--- config.mk ---
export PLATFORM = sky130hd
export DESIGN_NAME = spi_window_bridge
export DESIGN_NICKNAME = d
export VERILOG_FILES = /design/src/rtl/swb_pkg.sv /design/src/rtl/swb_regs.sv /design/src/rtl/swb_shifter.sv /design/src/rtl/spi_window_bridge.sv
export SDC_FILE = /design/constraint.sdc
export NUM_CORES = 1
export LEC_CHECK = 0
export BUFFER_PORTS_ARGS = -buffer_cell sky130_fd_sc_hd__buf_2
export CAP_MARGIN = 20
export CORE_UTILIZATION = 50
export DETAILED_ROUTE_END_ITERATION = 10
export PLACE_DENSITY = 0.79
export SETUP_SLACK_MARGIN = 0.15
export SLEW_MARGIN = 0
export SYNTH_ARGS = -nofsm -noshare
export SYNTH_HDL_FRONTEND = slang
export SYNTH_SLANG_ARGS = --single-unit
export TNS_END_PERCENT = 30
--- constraint.sdc ---
create_clock -name clk -period 5 [get_ports clk]
set_input_delay 1 -clock clk [delete_from_list [all_inputs] [get_ports clk]]
set_output_delay 1 -clock clk [all_outputs]
set_load 0.05 [all_outputs]
--- src/rtl/swb_pkg.sv ---
package swb_pkg;
    localparam logic [15:0] A_SPI_DATA = 16'hFEAB;
    localparam logic [15:0] A_SPI_CMD  = 16'hFEAC;
    localparam logic [15:0] A_SPI_CFG  = 16'hFEAD;
    localparam logic [15:0] A_ID_HW    = 16'hFF00;
    localparam logic [15:0] A_ID_IF    = 16'hFF24;
    localparam logic [15:0] A_HOLD     = 16'hFF14;
    localparam logic [7:0]  ID_HW_VAL  = 8'hA2;
    localparam logic [7:0]  ID_IF_VAL  = 8'h02;

    localparam int CFG_FORCE = 4;
    localparam int CFG_WEN   = 3;
    localparam int CFG_BUSY  = 1;
    localparam int CFG_CHK   = 0;

    typedef enum logic [1:0] {
        PORT_NONE = 2'd0,
        PORT_BANK = 2'd1,
        PORT_OFFS = 2'd2,
        PORT_DATA = 2'd3
    } port_e;
endpackage

--- src/rtl/swb_regs.sv ---
module swb_regs
    import swb_pkg::*;
(
    input  logic       clk,
    input  logic       rst_n,
    input  logic [1:0] io_port,
    input  logic       io_wr,
    input  logic [7:0] io_wdata,
    output logic [7:0] io_rdata,
    input  logic       busy,
    input  logic [7:0] rx_byte,
    output logic       start,
    output logic [7:0] start_byte,
    output logic       cs_n,
    output logic       cpu_hold
);
    typedef struct packed {
        logic [7:0] bank;
        logic [7:0] offs;
        logic       force_lo;
        logic       wr_en;
        logic       chk_en;
        logic       hold;
    } regs_t;

    regs_t s_d, s_q;
    logic [15:0] addr;
    logic        data_wr;
    logic [7:0]  cfg_rd;

    assign addr    = {s_q.bank, s_q.offs};
    assign data_wr = io_wr && (port_e'(io_port) == PORT_DATA);
    assign cfg_rd  = {3'b000, s_q.force_lo, s_q.wr_en, 1'b0, busy, s_q.chk_en};

    always_comb begin
        s_d        = s_q;
        start      = 1'b0;
        start_byte = io_wdata;
        if (io_wr && port_e'(io_port) == PORT_BANK) s_d.bank = io_wdata;
        if (io_wr && port_e'(io_port) == PORT_OFFS) s_d.offs = io_wdata;
        if (data_wr) begin
            unique case (addr)
                A_SPI_CFG: begin
                    s_d.force_lo = io_wdata[CFG_FORCE];
                    s_d.wr_en    = io_wdata[CFG_WEN];
                    s_d.chk_en   = io_wdata[CFG_CHK];
                end
                A_SPI_CMD: start = s_q.wr_en && !busy;
                A_HOLD:    s_d.hold = io_wdata[0];
                default: ;
            endcase
        end
    end

    always_comb begin
        io_rdata = 8'h00;
        unique case (port_e'(io_port))
            PORT_BANK: io_rdata = s_q.bank;
            PORT_OFFS: io_rdata = s_q.offs;
            PORT_DATA: begin
                unique case (addr)
                    A_SPI_DATA: io_rdata = rx_byte;
                    A_SPI_CFG:  io_rdata = cfg_rd;
                    A_ID_HW:    io_rdata = ID_HW_VAL;
                    A_ID_IF:    io_rdata = ID_IF_VAL;
                    A_HOLD:     io_rdata = {7'd0, s_q.hold};
                    default:    io_rdata = 8'h00;
                endcase
            end
            default: io_rdata = 8'h00;
        endcase
    end

    always_ff @(posedge clk or negedge rst_n) begin
        if (!rst_n) s_q <= '0;
        else        s_q <= s_d;
    end

    assign cs_n     = !s_q.force_lo;
    assign cpu_hold = s_q.hold;

    AST_CS_ON_FORCE: assert property (@(posedge clk) disable iff (!rst_n)
        (data_wr && addr == A_SPI_CFG && io_wdata[CFG_FORCE]) |=> !cs_n);
    AST_ID_FIXED: assert property (@(posedge clk) disable iff (!rst_n)
        (port_e'(io_port) == PORT_DATA && addr == A_ID_HW) |-> io_rdata == ID_HW_VAL);
    AST_HOLD_KEPT: assert property (@(posedge clk) disable iff (!rst_n)
        !(data_wr && addr == A_HOLD) |=> $stable(cpu_hold));
endmodule

--- src/rtl/swb_shifter.sv ---
module swb_shifter #(
    parameter int CLK_HALF = 2
) (
    input  logic       clk,
    input  logic       rst_n,
    input  logic       start,
    input  logic [7:0] start_byte,
    input  logic       miso,
    output logic       busy,
    output logic       sclk,
    output logic       mosi,
    output logic [7:0] rx_byte
);
    localparam int DW = (CLK_HALF > 1) ? $clog2(CLK_HALF) : 1;
    localparam logic [DW-1:0] DIV_LAST = DW'(CLK_HALF - 1);

    typedef struct packed {
        logic          busy;
        logic          sclk;
        logic [DW-1:0] div;
        logic [2:0]    bitn;
        logic [7:0]    tx;
        logic [7:0]    rx;
    } sh_t;

    sh_t s_d, s_q;

    always_comb begin
        s_d = s_q;
        if (start && !s_q.busy) begin
            s_d.busy = 1'b1;
            s_d.sclk = 1'b0;
            s_d.div  = '0;
            s_d.bitn = '0;
            s_d.tx   = start_byte;
        end else if (s_q.busy) begin
            if (s_q.div == DIV_LAST) begin
                s_d.div  = '0;
                s_d.sclk = !s_q.sclk;
                if (!s_q.sclk) begin
                    s_d.rx = {s_q.rx[6:0], miso};
                end else begin
                    s_d.tx = {s_q.tx[6:0], 1'b0};
                    if (s_q.bitn == 3'd7) s_d.busy = 1'b0;
                    else                  s_d.bitn = s_q.bitn + 3'd1;
                end
            end else begin
                s_d.div = s_q.div + DW'(1);
            end
        end
    end

    always_ff @(posedge clk or negedge rst_n) begin
        if (!rst_n) s_q <= '0;
        else        s_q <= s_d;
    end

    assign busy    = s_q.busy;
    assign sclk    = s_q.sclk;
    assign mosi    = s_q.tx[7];
    assign rx_byte = s_q.rx;

    logic [3:0] chk_rises;
    always_ff @(posedge clk or negedge rst_n) begin
        if (!rst_n)                      chk_rises <= '0;
        else if (start && !s_q.busy)     chk_rises <= '0;
        else if (s_d.sclk && !s_q.sclk)  chk_rises <= chk_rises + 4'd1;
    end

    AST_START_IDLE: assert property (@(posedge clk) disable iff (!rst_n)
        start |-> !busy);
    AST_SCLK_IDLE_LOW: assert property (@(posedge clk) disable iff (!rst_n)
        !busy |-> !sclk);
    AST_MOSI_HOLD_HIGH: assert property (@(posedge clk) disable iff (!rst_n)
        sclk |-> $stable(mosi));
    AST_EIGHT_RISES: assert property (@(posedge clk) disable iff (!rst_n)
        $fell(busy) |-> chk_rises == 4'd8);
endmodule

--- src/rtl/spi_window_bridge.sv ---
module spi_window_bridge #(
    parameter int CLK_HALF = 2
) (
    input  logic       clk,
    input  logic       rst_n,
    input  logic [1:0] io_port,
    input  logic       io_wr,
    input  logic [7:0] io_wdata,
    output logic [7:0] io_rdata,
    output logic       cpu_hold,
    output logic       spi_cs_n,
    output logic       spi_sclk,
    output logic       spi_mosi,
    input  logic       spi_miso
);
    logic       busy;
    logic       start;
    logic [7:0] start_byte;
    logic [7:0] rx_byte;

    swb_regs i_regs (
        .clk        (clk),
        .rst_n      (rst_n),
        .io_port    (io_port),
        .io_wr      (io_wr),
        .io_wdata   (io_wdata),
        .io_rdata   (io_rdata),
        .busy       (busy),
        .rx_byte    (rx_byte),
        .start      (start),
        .start_byte (start_byte),
        .cs_n       (spi_cs_n),
        .cpu_hold   (cpu_hold)
    );

    swb_shifter #(.CLK_HALF(CLK_HALF)) i_shifter (
        .clk        (clk),
        .rst_n      (rst_n),
        .start      (start),
        .start_byte (start_byte),
        .miso       (spi_miso),
        .busy       (busy),
        .sclk       (spi_sclk),
        .mosi       (spi_mosi),
        .rx_byte    (rx_byte)
    );
endmodule

# Yosys cells after proc, flatten, opt, wreduce, memory -nomap -nowiden
# Index checks and enable logic that the tools add are counted.
word_totals:
  ramBits: 0
  rom_bits: 0
  latchBits: 0
  n_memories: 0
  reg_bits: 42
  word_cells: 58
  output_inout_bits: 12
classes:
  n_addsub: 2
  muxes: 14
  n_div: 0
  eq_ne: 11
  reduce_logical: 17
  magnitude_cmp: 0
  n_bitwise: 2
  mul: 0
  shift: 0
op_table:
  columns: ["cell", "count"]
  rows:
  - ["equality test 16 bit (second input constant)", 6]
  - ["case mux 8 bit (5 select lines)", 1]
  - ["case mux 8 bit (3 select lines)", 1]
  - ["2-to-1 mux 22 bit", 1]
  - ["2-to-1 mux 19 bit", 1]
  - ["2-to-1 mux 14 bit", 1]
  - ["2-to-1 mux 11 bit", 1]
  - ["2-to-1 mux 8 bit", 1]
  - ["AND reduction 4 bit", 2]
  - ["AND reduction 2 bit", 3]
  - ["nonzero test 2 bit", 3]
  - ["logical AND 1 bit", 5]
  - ["2-to-1 mux 1 bit", 5]
  - ["equality test 2 bit (second input constant)", 2]
  - ["adder 3 x 1 -> 3 bit (second input constant)", 1]
  - ["equality test 3 bit (second input constant)", 1]
  - ["logical NOT 1 bit", 3]
  - ["2-to-1 mux 3 bit", 1]
  - ["AND reduction 3 bit", 1]
  - ["equality test 2 x 1 -> 1 bit (second input constant)", 1]
  - ["2-to-1 mux 2 bit", 1]
  - ["inequality test 2 bit (second input constant)", 1]
  - ["inverter 1 bit", 2]
  - ["adder 1 bit (second input constant)", 1]

# Depth between registers and ports, before layout
# Gate-level depths: netlist of run 1.
logic_depth:
  ltp_word: 7
  mapped_depth: 6

# Modules after synthesis
# A second synthesis of run 1 with hierarchy kept.
hier_totals:
  hier_cells: 204
  hier_area_um2: 2235.9
modules_own_cells:
  columns: ["mod", "cells_per_inst", "seq_area_each_um2", "instances", "area_each_um2"]
  rows:
  - ["swb_regs", 118, 500.5, 1, 1226.2]
  - ["swb_shifter", 86, 550.5, 1, 1009.7]

# Worst setup path before layout of run 1
# No wires, ideal clock.
synth_timing:
  path_type: "register to output"
  startpoint: "reg i_regs.s_q, in the netlist i_regs.addr[6]"
  endpoint: "out io_rdata[3]"
  stages_incl_launch_ff: 7
  required_ns: 4.000
  path_slack_ns: 1.379
  arrival_time_ns: 2.621
  path_cell_list: "dfrtp_1 nand4b_1 nor4_1 and2_0 clkbuf_1 a22oi_1 o21ai_0"
synth_between:
  elab_chain_len: 3
synth_lines:
  columns: ["item", "line", "source"]
  rows:
  - ["start: declaration", "swb_regs.sv:26", "regs_t s_d, s_q;"]
  - ["start signal: assignment", "swb_regs.sv:75", "if (!rst_n) s_q <= '0;"]
  - ["start signal: assignment", "swb_regs.sv:76", "else s_q <= s_d;"]
  - ["equality test 16 bit", "swb_regs.sv:61", "unique case (addr)"]
  - ["case mux 8 bit (5 select lines) (*)", "swb_regs.sv:61", null]
  - ["case mux 8 bit (3 select lines) (*)", "swb_regs.sv:57", "unique case (port_e'(io_port))"]
  - ["end: declaration", "spi_window_bridge.sv:9", "output logic [7:0] io_rdata,"]
# Every way passes the cells marked *; elsewhere a longest branch is shown, timed or not.

# Final worst setup path of run 1
layout_timing:
  startpoint: "reg i_regs.s_q, in the netlist i_regs.addr[7]"
  endpoint: "out io_rdata[1]"
# The elaborated chain is that of the path after synthesis.

==> results by stage, run 1 <==
Power:
- Overall power consumption after layout is estimated at 0.720 mW.
- VDD sags by at most 0.214 mV.
- The leakage dissipation is 1.02 nW.
- The total power density per cell area is 314 nW/um2.

Worst setup path:
- The endpoint identified for the worst register-to-register timing path is i_shifter.s_q[8].
- The cell with the largest stage delay on the worst path is sky130_fd_sc_hd__or4b_1.
- Counting cells, the worst reg-to-reg path comes to 5.
- The type of origin of the critical path is a flip-flop.
- On the worst path, the slowest cell contributes a delay of 0.53 ns.
- The startpoint identified for the worst register-to-register timing path is i_regs.addr[15].
- The worst setup path is captured at an output pin.
- The data required time of the critical path is 4.00 ns.
- The setup slack of the worst register-to-register path is 2.76 ns.
- The number of buffer and inverter stages on the critical path is 1.
- The critical path goes through or4b_1, or4_4, nand2b_4, a21o_1, o21ai_1, buf_2.
- Among cell families on the critical path, the largest total delay comes from simple AND/OR/NAND/NOR gates.
- Data on the critical path arrives at its endpoint at 2.59 ns.
- In this run the worst path has a maximum fanout of 5.
- The category of the critical setup timing path is flip-flop to output pin.

Hold path:
- The tightest min-delay check is of the flip-flop to flip-flop type.
- For hold timing, the worst endpoint is i_regs.cfg_rd[0].
- The worst hold path begins at i_regs.cfg_rd[0].
- Counting instances, the worst hold path has a depth of 2.

STA:
- On the final layout, the worst clock skew is 0.00325 ns.
- The number of hold violations in the final report is 0.
- The maximum achievable frequency is 278 MHz.
- The count of final setup violators is 0.
- For the pin with the worst max-slew slack, the measured transition is 0.900 ns.
- The worst path uses 71.9% of the clock period.
- For the finished layout, the period the worst path requires is 3.59 ns.
- The number of max-slew violations in the final report is 0.
- Setup repair after global routing left no endpoint under its margin.
- The setup TNS is 0 ns.
- The remaining max-slew budget at the tightest pin is 40.0%.

Place:
- The port buffer count is 25.
- The cell area after placement is 2210 um2.
- The final estimated routing congestion in global placement is 0.914.
- The placed cell count is 254.
- After legalization and detailed placement, the total HPWL measured 3300 um.

Route:
- The met1 wire length is 2040 um.
- The count of nets left with antenna violations once routing finished came out at 0.
- After detailed routing, the average wire length per cell comes to 16.6 um.
- Summed over all layers, the routed wires come to 4330 um.
- The remaining routing DRC violations is 2.
- The highest routed metal layer is met4.
- The total via count in the routed design is 1550.
- The count of TritonRoute iterations in the first routing pass is 7.
- The wire length on met3 is 250 um.
- In the routed layout, each cell is associated on average with a via count of 5.94.
- Wire segments on met2 add up to 1990 um in the final route.
- After the first detailed-routing iteration, the DRC count stood at 83.

Synthesis:
- Sequential elements use 50.7% of the synthesized area.
- The gate count after technology mapping is 187.
- The most instantiated flip-flop cell in the synthesis netlist is sky130_fd_sc_hd__dfrtp_1.
- The number of nets in the synthesized netlist is 203.
- Yosys mapped a number of flops with a built-in enable equal to 0.
- The combined area of all synthesized cells is 2070 um2.
- The synthesized netlist contains 38 unique library cells.
- The number of warnings reported in the yosys synthesis log is 0.
- The average instance in the mapped netlist occupies 11.1 um2.
- The share of synthesized flip-flops with an asynchronous set or reset is 100%.
- Synthesis inferred 42 register bits.

Clock network:
- TritonCTS built the clock tree.
- The number of clock sinks seen by CTS is 42.
- The number of buffers inserted by post-CTS setup repair is 0.
- The count of cells resized by post-cts repair is 0.
- TritonCTS created 5 clock buffers.
- The number of hold buffers added after CTS is 0.
- In this run the deepest clock path goes through 2 buffers.
- The clock slew at the register clock pins of the worst setup and hold paths is 0.07 ns.
- The maximum level of the CTS H-tree is 2.
- The worst-skew pair later-pin latency is 0.29 ns.
- The root buffer cell chosen for the clock tree is sky130_fd_sc_hd__clkbuf_8.

Global routing:
- The first global-routing pass estimated 7220 um of wire.
- Summed over all layers, the global routing overflow is 0.
- Global routing used 22.8% of the available tracks across all layers.
- The initial antenna violation count was 0.
- Entering global routing, the biggest net connects 43 pins.
- The number of global-route vias before repair is 1428.

Cells and area:
- Fill cells in the final layout number 357.
- 0 antenna diodes ended up in the layout.
- The area added between synthesis and finish is 10.6%.
- Registers take 1050 um2.
- The cell area after layout is 2290 um2.
- The area occupied by multi-input gates is 958 um2.
- The count of nets after finishing is 227.
- The fraction of final layout cells sized beyond drive strength 1 is 29.4%.
- For this run, the share of the core covered by cells in the final layout is 57.3%.
- Excluding fillers, the count of instances in the completed layout stands at 261.

Run status:
- The checks that failed: design-rule violations.
- The flow ran to the end, but the final reports show violations.

Die:
- The total die area is 4410 um2.
- The number of standard-cell rows in the floorplan is 23.
- The I/O pin count is 26.
- The height of the die is 66.4 um.
- The core region is 4000 um2.
- The width of the die is 66.4 um.
- The starting density of the core is 51.8%.

Run:
- The max-capacitance violation count is 0.
## registers in the layout (all words and copies together) (netlist names)
signal             cells
i_regs.addr           16
i_regs.cfg_rd          3
i_regs.cpu_hold        1
i_shifter.busy         1
i_shifter.mosi         1
i_shifter.rx_byte      8
i_shifter.s_q         11
i_shifter.sclk         1
## report_power, final
part | switching, mW | internal, mW | total, mW
combinational | 0.0703 | 0.0434 | 0.114
clock | 0.112 | 0.0957 | 0.208
sequential | 0.0340 | 0.365 | 0.399
total | 0.216 | 0.504 | 0.720
## cell usage in the layout, fill, tap and decap left out, types with 2 or more instances in the layout
cell type,synthesis,final
sky130_fd_sc_hd__a21boi_0,2,2
sky130_fd_sc_hd__dfrtp_1,42,42
sky130_fd_sc_hd__inv_1,4,4
sky130_fd_sc_hd__nor2_1,12,12
sky130_fd_sc_hd__xor2_1,2,2
sky130_fd_sc_hd__a21oi_1,9,9
sky130_fd_sc_hd__o21ai_0,12,12
sky130_fd_sc_hd__nor4_1,4,4
sky130_fd_sc_hd__buf_2,0,25
sky130_fd_sc_hd__nor2b_1,4,4
sky130_fd_sc_hd__nand3_1,6,6
sky130_fd_sc_hd__a31o_2,2,2
sky130_fd_sc_hd__nand4_1,2,2
sky130_fd_sc_hd__o21ai_1,4,4
sky130_fd_sc_hd__clkbuf_8,0,5
sky130_fd_sc_hd__nand4b_1,2,2
sky130_fd_sc_hd__a22oi_1,9,9
sky130_fd_sc_hd__mux2i_1,7,7
sky130_fd_sc_hd__ha_1,2,2
sky130_fd_sc_hd__mux2_2,25,25
sky130_fd_sc_hd__a22o_1,2,2
sky130_fd_sc_hd__nand2_1,10,10
sky130_fd_sc_hd__nor3_1,3,3
sky130_fd_sc_hd__and2_1,2,2
## worst min-delay path, delay by kind of cell (launching register included)
kind / cells / cell delay, ns
flops: 1 / 0.35
compound gates: 1 / 0.06
simple gates: 1 / 0.05
## cell families (layout without fill, tap and decap cells)
group	Yosys count	after routing	synth area share (%)
mux	32	32	17.0
xor+xnor	2	2	0.846
buf+inv	12	36	3.02
flops	42	42	50.7
compound gates	43	43	13.0
fa+ha+maj	2	2	1.21
simple gates	54	54	14.3
## final cells by class
class                   instances  share of cell area (%)
repair buffers                 25                    5.46
flip-flops and latches         42                    45.9
inverters                       4                   0.655
well taps                      50                    2.73
clock buffers                   6                    3.17
clock inverters                 1                   0.328
multi-input cells             133                    41.8
## worst max path at each step
stage,start,end,cells after the start
after floorplan,i_regs.addr[6],io_rdata[3],6
after global placement,i_regs.addr[7],io_rdata[5],6
after detailed placement,i_regs.addr[7],io_rdata[1],6
after CTS,i_regs.addr[7],io_rdata[1],6
after global routing,i_regs.addr[6],io_rdata[1],6
final,i_regs.addr[7],io_rdata[1],6
## synth_stat cells (2+ instances only)
| library cell | n | area [um2] |
|---|---|---|
| sky130_fd_sc_hd__dfrtp_1 | 42 | 1050 |
| sky130_fd_sc_hd__mux2_2 | 25 | 282 |
| sky130_fd_sc_hd__nor2_1 | 12 | 45.0 |
| sky130_fd_sc_hd__o21ai_0 | 12 | 60.1 |
| sky130_fd_sc_hd__nand2_1 | 10 | 37.5 |
| sky130_fd_sc_hd__a21oi_1 | 9 | 45.0 |
| sky130_fd_sc_hd__a22oi_1 | 9 | 67.6 |
| sky130_fd_sc_hd__mux2i_1 | 7 | 70.1 |
| sky130_fd_sc_hd__nand3_1 | 6 | 30.0 |
| sky130_fd_sc_hd__clkbuf_1 | 5 | 18.8 |
| sky130_fd_sc_hd__inv_1 | 4 | 15.0 |
| sky130_fd_sc_hd__nor2b_1 | 4 | 25.0 |
| sky130_fd_sc_hd__nor4_1 | 4 | 25.0 |
| sky130_fd_sc_hd__o21ai_1 | 4 | 20.0 |
| sky130_fd_sc_hd__nor3_1 | 3 | 15.0 |
| sky130_fd_sc_hd__a21boi_0 | 2 | 15.0 |
| sky130_fd_sc_hd__a22o_1 | 2 | 17.5 |
| sky130_fd_sc_hd__a31o_2 | 2 | 17.5 |
| sky130_fd_sc_hd__and2_1 | 2 | 12.5 |
| sky130_fd_sc_hd__ha_1 | 2 | 25.0 |
| sky130_fd_sc_hd__nand4_1 | 2 | 12.5 |
| sky130_fd_sc_hd__nand4b_1 | 2 | 17.5 |
| sky130_fd_sc_hd__xor2_1 | 2 | 17.5 |
## routing by layer
| layer | GRT usage (%) | vias to the layer above |
|---|---|---|
| met5 | 0 | - |
| met4 | 8.24 | 0 |
| met3 | 6.55 | 5 |
| met2 | 33.7 | 44 |
| met1 | 31.6 | 770 |
| li1 | - | 731 |
## stage by stage
step | setup WS, ns | hold slack [ns]
final | 1.41 | 0.490
after floorplan | 1.38 | 0.450
after global routing | 1.19 | 0.519
after CTS | 1.41 | 0.494
after detailed placement | 1.73 | 0.477
after global placement | 1.76 | 0.465
Power figures use the tool's default switching activity.
==> run 2: changes to the inputs <==
==> constraint.sdc (replaced) <==
create_clock -name clk -period 3.4 [get_ports clk]
set_input_delay 0.68 -clock clk [delete_from_list [all_inputs] [get_ports clk]]
set_output_delay 0.68 -clock clk [all_outputs]
set_load 0.05 [all_outputs]
==> results by stage, run 2 (same netlist as run 1, synthesis figures left out) <==
STA:
- The setup TNS is 0 ns (unchanged).
- The final hold slack is 0.507 ns (+0.0175 ns).
- The number of hold violations in the final report is 0 (unchanged).
- Based on the critical path, the design can be clocked at up to 312 MHz.
- The remaining max-slew budget at the tightest pin is 39.6% (-0.36 points).
- The minimum period implied by the final worst setup slack is 3.20 ns.
- The count of final setup violators is 0 (unchanged).
- The share of the cycle needed by the critical path after routing is 94.2%.
- Setup repair after global routing could not meet its margin everywhere.
- The final worst clock skew is 0.00860 ns (+0.00535 ns).
- The number of max-slew violations in the final report is 0 (unchanged).
- The pin slew with the least headroom to its limit was 0.906 ns (+0.00547 ns).

Worst setup path:
- The data arrival at the endpoint of the critical path came to 2.52 ns (-0.07 ns).
- The number of buffer and inverter stages on the critical path was 1 (unchanged).
- The number of cells on the worst reg-to-reg path came to 5 (unchanged).
- The setup slack of the worst register-to-register path is 1.09 ns (-1.67 ns).
- The cell family contributing the most delay on the critical path is simple AND/OR/NAND/NOR gates.
- The cell with the largest stage delay on the worst path is sky130_fd_sc_hd__or4b_1.
- The critical path's largest stage delay came to 0.53 ns (about the same).
- The category of the worst setup path capture point is an output pin.
- The maximum net fanout on the critical path came to 5 (unchanged).
- The terminus of the critical flop-to-flop path is i_shifter.s_q[8].
- The data required time of the critical path was 2.72 ns (-1.28 ns).
- Walking the worst path, the cells encountered are or4b_1, or4_4, nand2b_4, a21o_1, o21ai_1, buf_2.
- The type of origin of the critical path is a flip-flop.
- The startpoint of the worst-slack reg-to-reg timing path is i_regs.addr[15].
- By startpoint and endpoint, the worst setup path is classified as flip-flop to output pin.
- The critical path starts at i_regs.addr[7].

Place:
- The total half-perimeter wirelength after legalization and detailed placement is 3080 um (-6.6%).
- The port buffer count came to 25 (unchanged).
- The final estimated routing congestion in global placement is 0.902 (-1.4%).

Die:
- The height of the die came to 66.4 um (unchanged).
- The total die area is 4410 um2 (unchanged).
- The number of standard-cell rows in the floorplan is 23 (unchanged).
- The I/O pin count is 26 (unchanged).
- The width of the die is 66.4 um (unchanged).
- The area of the placeable core came to 4000 um2 (unchanged).
- The starting density of the core is 51.8% (unchanged).

Global routing:
- The fraction of met2 tracks used by global routing is 32.4% (-1.3 points).
- The global-route met3 utilization is 3.28% (-3.3 points).
- The met1 global-route usage is 30.0% (-1.5 points).
- The initial antenna violation count is 0 (unchanged).
- The number of global-route vias before repair was 1354 (-5.2%).
- The most used routing layer is met2.
- The global-route wire length before repair came to 6800 um (-5.7%).
- The largest net degree at the start of global routing was 43 (unchanged).
- The global route total overflow is 0 (unchanged).
- The total routing usage reported by global routing is 21.3% (-1.5 points).

Clock network:
- TritonCTS built the clock tree.
- CTS placed an instance of sky130_fd_sc_hd__clkbuf_8 at the clock tree root.
- The maximum number of buffers from clock root to sink is 2 (unchanged).
- The CTS buffer count is 5 (unchanged).
- The clock slew at the register clock pins of the worst setup and hold paths was 0.08 ns (about the same).
- The worst-skew pair later-pin latency is 0.29 ns (about the same).
- The number of clock sinks seen by CTS is 42 (unchanged).
- The maximum level of the CTS H-tree is 2 (unchanged).

Route:
- The count of nets left with antenna violations after detail routing is 0 (unchanged).
- The remaining routing DRC violations came to 0 (-2).
- The first-iteration detailed-routing DRC count is 187 (+130%).
- The count of TritonRoute iterations in the first routing pass is 5 (-2).
- The total via count in the routed design is 1553 (+0.19%).
- The overall routed net length is 4340 um (+0.14%).
- The via count normalized by instance count is 5.88 (-0.95%).
- The wire length per cell after detailed routing is 16.4 um (-1.0%).

Cells and area:
- The area growth from synthesis to layout is 14.5%.
- The library cell used most frequently in the layout, excluding fill and tap cells, is sky130_fd_sc_hd__dfrtp_1.
- The number of diodes was 0 (unchanged).
- The fraction of final layout cells sized beyond drive strength 1 is 32.2% (+2.9 points).
- The count of nets after finishing is 230 (+1.3%).
- The flip-flop count of the largest register after layout is 16 (unchanged).
- In the layout the commonest cells are sky130_fd_sc_hd__dfrtp_1 (41), sky130_fd_sc_hd__mux2_2 (25), sky130_fd_sc_hd__buf_2 (22), sky130_fd_sc_hd__nor2_1 (12), sky130_fd_sc_hd__o21ai_0 (11).

Run:
- The max-capacitance violation count is 0 (unchanged).

Power:
- The peak ir drop on the vdd network was 0.236 mV (+11%).
- The leakage dissipation is 1.06 nW (+3.5%).
- The total power density per cell area came to 491 nW/um2 (+56%).

Run status:
- The flow ran to the end, and the final reports show no timing, DRC or antenna violations.

Hold path:
- The path class of the lowest-slack min-delay path is input port to asynchronous set/reset pin.
## run 2: cell count changes in the layout (fill, tap and decap cells not counted), sizes merged
cell	change
bufinv	+1
buf	+3
clkinvlp	-1
## run 2: report_power, final
part	switching [mW]	internal, mW
Clock	0.164	0.235
Combinational	0.110	0.0741
Sequential	0.0459	0.537
Total	0.320	0.845
## run 2: metrics by stage
stage | utilization, % | cells | power [mW] | worst slack [ns] | area [um2]
floorplan | - | 187 | 0.701 | 0.0988 | 2070
global placement | 55.3 | 254 | 0.754 | 0.497 | 2210
detailed placement | 55.3 | 254 | 0.758 | 0.477 | 2210
CTS | 58.3 | 261 | 1.16 | 0.160 | 2330
global route | 59.3 | 264 | 1.21 | 0.0989 | 2370
finish | 59.3 | 264 | 1.17 | 0.199 | 2370
## run 2: metal layers
metal  part of all wire, %  vias to the layer above  routed length, um
li1                      -                      737                  -
met2                    48                       54               2100
met5                     0                        -                  0
met3                   5.0                        6                217
met4                   1.2                        0                 53
met1                    45                      756               1970
## run 2: how the worst max path moves through the flow
| stage | to | cells past startpoint | slack [ns] |
|---|---|---|---|
| 3_5_place_dp | io_rdata[5] | 6 | 0.48 |
| 2_1_floorplan | io_rdata[4] | 6 | 0.1 |
| 4_1_cts | io_rdata[1] | 6 | 0.16 |
| 3_3_place_gp | io_rdata[7] | 6 | 0.50 |
| 5_1_grt | io_rdata[1] | 6 | 0.1 |
| 6_report | io_rdata[7] | 6 | 0.20 |
## run 2: area by class of cell
class                           count  area, um2
Fill cell                         339       1630
Sequential cell                    42       1050
Multi-Input combinational cell    133        971
Timing Repair Buffer               28        159
Clock buffer                        6       82.6
Tap cell                           50       62.6
Clock inverter                      1       30.0
Inverter                            4       15.0
## run 2: what timing repair did
action / 4_1_cts / 5_1_grt
resized for setup: 2 / 7
hold buffers: 0 / 0
cloned: 0 / 0
endpoints found under the setup margin: 1 / 8
buffers inserted: 0 / 3
